--- src/rtl/irq_post_pkg.sv ---
package irq_post_pkg;
    localparam int REG_W  = 8;
    localparam int ADDR_W = 8;

    typedef logic [REG_W-1:0]  reg_t;
    typedef logic [ADDR_W-1:0] addr_t;

    // Next value of one pending register given the write and hardware sets.
    function automatic reg_t next_pending(
        input reg_t cur,
        input logic wr_hit,
        input reg_t wdata,
        input logic sw_en,
        input reg_t hw_set,
        input reg_t valid
    );
        reg_t after_wr;
        if (wr_hit) begin
            after_wr = wdata & (cur | {REG_W{sw_en}});
        end else begin
            after_wr = cur;
        end
        return (after_wr | hw_set) & valid;
    endfunction
endpackage

--- src/rtl/irq_edge_sync.sv ---
module irq_edge_sync (
    input  logic clk,
    input  logic rst_n,
    input  logic lvl_i,
    output logic rise_o
);
    logic meta_q;
    logic sync_q;
    logic prev_q;

    always_ff @(posedge clk) begin
        if (!rst_n) begin
            meta_q <= 1'b0;
            sync_q <= 1'b0;
            prev_q <= 1'b0;
        end else begin
            meta_q <= lvl_i;
            sync_q <= meta_q;
            prev_q <= sync_q;
        end
    end

    assign rise_o = sync_q & ~prev_q;
endmodule

--- src/rtl/irq_pend_reg.sv ---
module irq_pend_reg
    import irq_post_pkg::*;
#(
    parameter reg_t VALID = '1
) (
    input  logic clk,
    input  logic rst_n,
    input  logic wr_hit,
    input  reg_t wdata,
    input  logic sw_en,
    input  reg_t hw_set,
    output reg_t pend_q
);
    always_ff @(posedge clk) begin
        if (!rst_n) begin
            pend_q <= '0;
        end else begin
            pend_q <= next_pending(pend_q, wr_hit, wdata, sw_en, hw_set, VALID);
        end
    end
endmodule

--- src/rtl/irq_post_bank.sv ---
module irq_post_bank
    import irq_post_pkg::*;
#(
    parameter int   BASE_ADDR  = 'hDA,
    parameter int   NUM_REGS   = 3,
    parameter logic [NUM_REGS*REG_W-1:0] VALID_MASK = 24'h70E7FF,
    parameter logic [NUM_REGS*REG_W-1:0] EDGE_MASK  = 24'h700090
) (
    input  logic                      clk,
    input  logic                      rst_n,
    input  logic [ADDR_W-1:0]         bus_addr,
    input  logic                      bus_wr,
    input  logic [REG_W-1:0]          bus_wdata,
    output logic [REG_W-1:0]          bus_rdata,
    input  logic                      swint_en,
    input  logic [NUM_REGS*REG_W-1:0] src_i,
    input  logic [NUM_REGS*REG_W-1:0] irq_mask_i,
    output logic [NUM_REGS*REG_W-1:0] pend_o,
    output logic                      irq_o
);
    localparam int TOTAL = NUM_REGS * REG_W;

    logic [TOTAL-1:0]    hw_raw;
    logic [TOTAL-1:0]    hw_set;
    logic [NUM_REGS-1:0] hit;
    logic                irq_q;

    // Per-bit source conditioning: edge detector for port levels, pass for pulses.
    for (genvar i = 0; i < TOTAL; i++) begin : g_src
        if (EDGE_MASK[i]) begin : g_edge
            irq_edge_sync u_sync (
                .clk    (clk),
                .rst_n  (rst_n),
                .lvl_i  (src_i[i]),
                .rise_o (hw_raw[i])
            );
        end else begin : g_pulse
            assign hw_raw[i] = src_i[i];
        end
    end

    assign hw_set = hw_raw & VALID_MASK;

    for (genvar r = 0; r < NUM_REGS; r++) begin : g_reg
        assign hit[r] = (bus_addr == ADDR_W'(BASE_ADDR + r));

        irq_pend_reg #(
            .VALID (VALID_MASK[r*REG_W +: REG_W])
        ) u_reg (
            .clk    (clk),
            .rst_n  (rst_n),
            .wr_hit (bus_wr & hit[r]),
            .wdata  (bus_wdata),
            .sw_en  (swint_en),
            .hw_set (hw_set[r*REG_W +: REG_W]),
            .pend_q (pend_o[r*REG_W +: REG_W])
        );
    end

    always_comb begin
        bus_rdata = '0;
        for (int r = 0; r < NUM_REGS; r++) begin
            if (hit[r]) begin
                bus_rdata = pend_o[r*REG_W +: REG_W];
            end
        end
    end

    always_ff @(posedge clk) begin
        if (!rst_n) begin
            irq_q <= 1'b0;
        end else begin
            irq_q <= |(pend_o & irq_mask_i);
        end
    end

    assign irq_o = irq_q;
endmodule


--- config.mk ---
export PLATFORM = sky130hd
export DESIGN_NAME = irq_post_bank
export DESIGN_NICKNAME = d
export VERILOG_FILES = /design/src/rtl/irq_post_pkg.sv /design/src/rtl/irq_edge_sync.sv /design/src/rtl/irq_pend_reg.sv /design/src/rtl/irq_post_bank.sv
export SDC_FILE = /design/constraint.sdc
export NUM_CORES = 1
export LEC_CHECK = 0
export CAP_MARGIN = 30
export CORE_ASPECT_RATIO = 1.4
export CORE_MARGIN = 4
export CORE_UTILIZATION = 39
export CTS_BUF_LIST = sky130_fd_sc_hd__clkbuf_8
export DETAILED_ROUTE_END_ITERATION = 12
export GPL_TIMING_DRIVEN = 0
export MAX_ROUTING_LAYER = met4
export PLACE_DENSITY = 0.87
export SETUP_SLACK_MARGIN = 0.2
export SYNTH_ARGS = -nofsm -noshare
export SYNTH_HDL_FRONTEND = slang
export SYNTH_SLANG_ARGS = --single-unit
--- constraint.sdc ---
create_clock -name clk -period 2.2 [get_ports clk]
set_input_delay 0.22 -clock clk [delete_from_list [all_inputs] [get_ports clk]]
set_output_delay 0.22 -clock clk [all_outputs]
set_load 0.1 [all_outputs]
==> results.toml <==
[sta]
worst-slew-pin-transition_ns = 0.9610
fin_tns_setup_ns = 0
min_period_over_period_pct = 88.83
slew_viol_final = 0
clock_skew_ns = 0.002901
rsz0062_at_grt = "no"
layout_min_cycle_time_ns = 1.954
max_freq_ghz = 0.5117
hold_violations = 0
maxSlewHeadroom_pct = 35.73
setup_viol = 0

[yosys]
yosysTopAreaCell = "dfxtp_1"
synth_cell_types = 31
synth_warnings = 0
ys_top_cells_by_count = "dfxtp_1 (33), and2_1 (17), nor2_1 (17)"
synth.most_common_cell = "dfxtp_1"
synth_area_leaders = "dfxtp_1 (44%), and2_1 (7.1%), o311a_1 (6.0%)"
synth_cells = 151
synth_top_area_share_pct = 44.33
ys_seq_area_share_pct = 44.33
synth-edff-count = 0
ys_ff_latch = 33
ys.flop_type = "dfxtp_1"
synth_area_per_cell_um2 = 9.869
async_flop_share_pct = 0
netlist_area_um2 = 1490

[hold_path]
hold_path_end = "g_src[7].g_edge.u_sync.sync_q$_SDFF_PN0_"
min_delay_path_depth = 1
hold_path_class = "flip-flop to flip-flop"
min_from = "g_src[7].g_edge.u_sync.meta_q$_SDFF_PN0_"

[cts]
cts_max_level = 2
holdBufCountCts = 0
clk_pin_slew_ns = 0.07
cts_buffers = 5
clkSinkCount = 33
clk_path_buf_depth = 2
worstSkewPairLatency_ns = 0.29
cts_tree = "done"
cts-root-buf = "clkbuf_8"

[global_route]
grt_use_total_pct = 21.50
grt_pass1_vias = 1525
grt_pass1_wl_um = 7279
overflow = 0
grt_start_max_net_pins = 12
antenna_found_initial = 0

[detailed_routing]
wire_per_inst_um = 16.98
ant_nets = 0
drtIter0Drc = 57
vias = 1554
post-route-drc-count = 0
via_per_inst = 5.359
dr.pass1.iters = 4
wl_um = 4924

[place]
gp_congestion = 0.8500
hpwl_um = 3710
port_buffers = 79

[job]
cap_violations = 0

[cells_and_area]
nNetsFinal = 315
area_growth_syn_to_layout_pct = 74.39
drive_gt1_share_pct = 19.35
multi_input_area_um2 = 822.0
utilization_pct = 70.69
seq_area_um2 = 665.6
n_fill_cell = 285
diodes = 0

[critical_path]
worstRegToRegCells = 4
cp.required_ns = 1.98
crit_type = "input pin to output pin"
r2r_setup_slack_ns = 1.00
reg2reg_from = "g_reg[1].u_reg.pend_q[5]$_SDFF_PN0_"
cp_data_arrival_time_ns = 1.73
worstPathMaxFanout = 7
worst_setup_path_end_kind = "output pin"
cp-start-kind = "input pin"
r2r-end = "irq_o$_SDFF_PN0_"

[run_status]
outcome = "completed"

[floorplanning]
dieWidth_um = 60.24
die_h_um = 81.14
dieArea_um2 = 4888
pin_count = 101
core_um2 = 3676
start_util_pct = 40.54
fp-row-count = 26

[pwr]
p_per_area_nw_per_um2 = 688.2
vdd.ir_drop.worst_uv = 868.4
power.leakage_nw = 1.158
## stage by stage
| step | std cells | setup slack [ns] | hold WS, ns | cell area (um^2) | total power, mW |
|---|---|---|---|---|---|
| final | 290 | 0.2458 | 0.4334 | 2599 | 1.788 |
| after global routing | 290 | 0.2073 | 0.4534 | 2599 | 1.856 |
| after CTS | 288 | 0.1581 | 0.4369 | 2550 | 1.801 |
| after detailed placement | 278 | -0.9037 | 0.4203 | 2381 | 1.132 |
| after global placement | 278 | -0.8802 | 0.4128 | 2381 | 1.125 |
| after floorplan | 157 | 0.2491 | 0.3473 | 1538 | 0.9575 |
## power breakdown
| group | total [mW] | internal [mW] | leakage, nW | switching [mW] |
|---|---|---|---|---|
| registers | 0.661 | 0.632 | 0.275 | 0.0288 |
| logic | 0.453 | 0.160 | 0.814 | 0.293 |
| clock network | 0.675 | 0.450 | 0.0681 | 0.225 |
## what timing repair did
action | 4_1_cts | 5_1_grt
setup buffers | 2 | 2
resized for setup | 80 | 10
pin swaps | 3 | 4
endpoints found under the setup margin | 25 | 7
## cells by family (layout without fill, tap and decap cells)
group | count (synthesis) | in the layout | synth area share (%)
and+or+nand+nor | 72 | 72 | 30.31
AOI/OAI and AO/OA | 33 | 33 | 19.82
DFF | 33 | 33 | 44.33
buffers and inverters | 12 | 103 | 5.289
other | 1 | 7 | 0.2516
## worst max-delay path, cell delays in order
cell and delay (ns):
clkdlybuf4s50_1 0.46, and2b_2 0.26, nor3b_4 0.19, a221o_2 0.42, buf_12 0.18
## metal layers
metal,vias up,track usage (%),wire length [um]
met2,80,38.20,2572
li1,751,-,-
met3,14,6.677,524
met5,-,-,0
met1,709,20.51,1685
met4,0,10.20,142
## cell type report
cell class / count / area share [%]
plain buffers: 11 / 3.033
clock buffers: 5 / 2.648
clock inverters: 3 / 2.504
inverters: 1 / 0.1444
multi-input cells: 112 / 31.63
flip-flops and latches: 33 / 25.61
well taps: 42 / 2.022
repair buffers: 83 / 32.40
## cell usage in the layout (no fill, tap or decap), types with 4 or more instances in the layout
cell	count
or4_1	6
and2_1	16
clkdlybuf4s50_1	51
dfxtp_1	29
a22oi_1	5
buf_8	4
a221oi_1	10
o311a_1	9
buf_4	12
dfxtp_2	4
nor2_1	16
dlygate4sd2_1	17
a22o_2	4
clkbuf_8	5
nor2b_1	6
conb_1	7
## flip-flops by register name (all words and copies together) (netlist names)
name / count
g.u_reg.pend_q: 17
g_src.g_edge.u_sync.meta_q: 5
g_src.g_edge.u_sync.prev_q: 5
g_src.g_edge.u_sync.sync_q: 5
irq_o: 1
## worst max path at each step
stage | startpoint | end | cells past startpoint
detailed placement | bus_addr[7] | bus_rdata[5] | 7
floorplan | g_reg[0].u_reg.pend_q[4]$_SDFF_PN0_ | bus_rdata[4] | 2
global placement | bus_addr[6] | bus_rdata[5] | 7
CTS | bus_addr[7] | bus_rdata[5] | 7
global route | bus_addr[2] | bus_rdata[5] | 5
finish | bus_addr[2] | bus_rdata[5] | 5
Note: power is estimated with default switching activity, not from simulation.
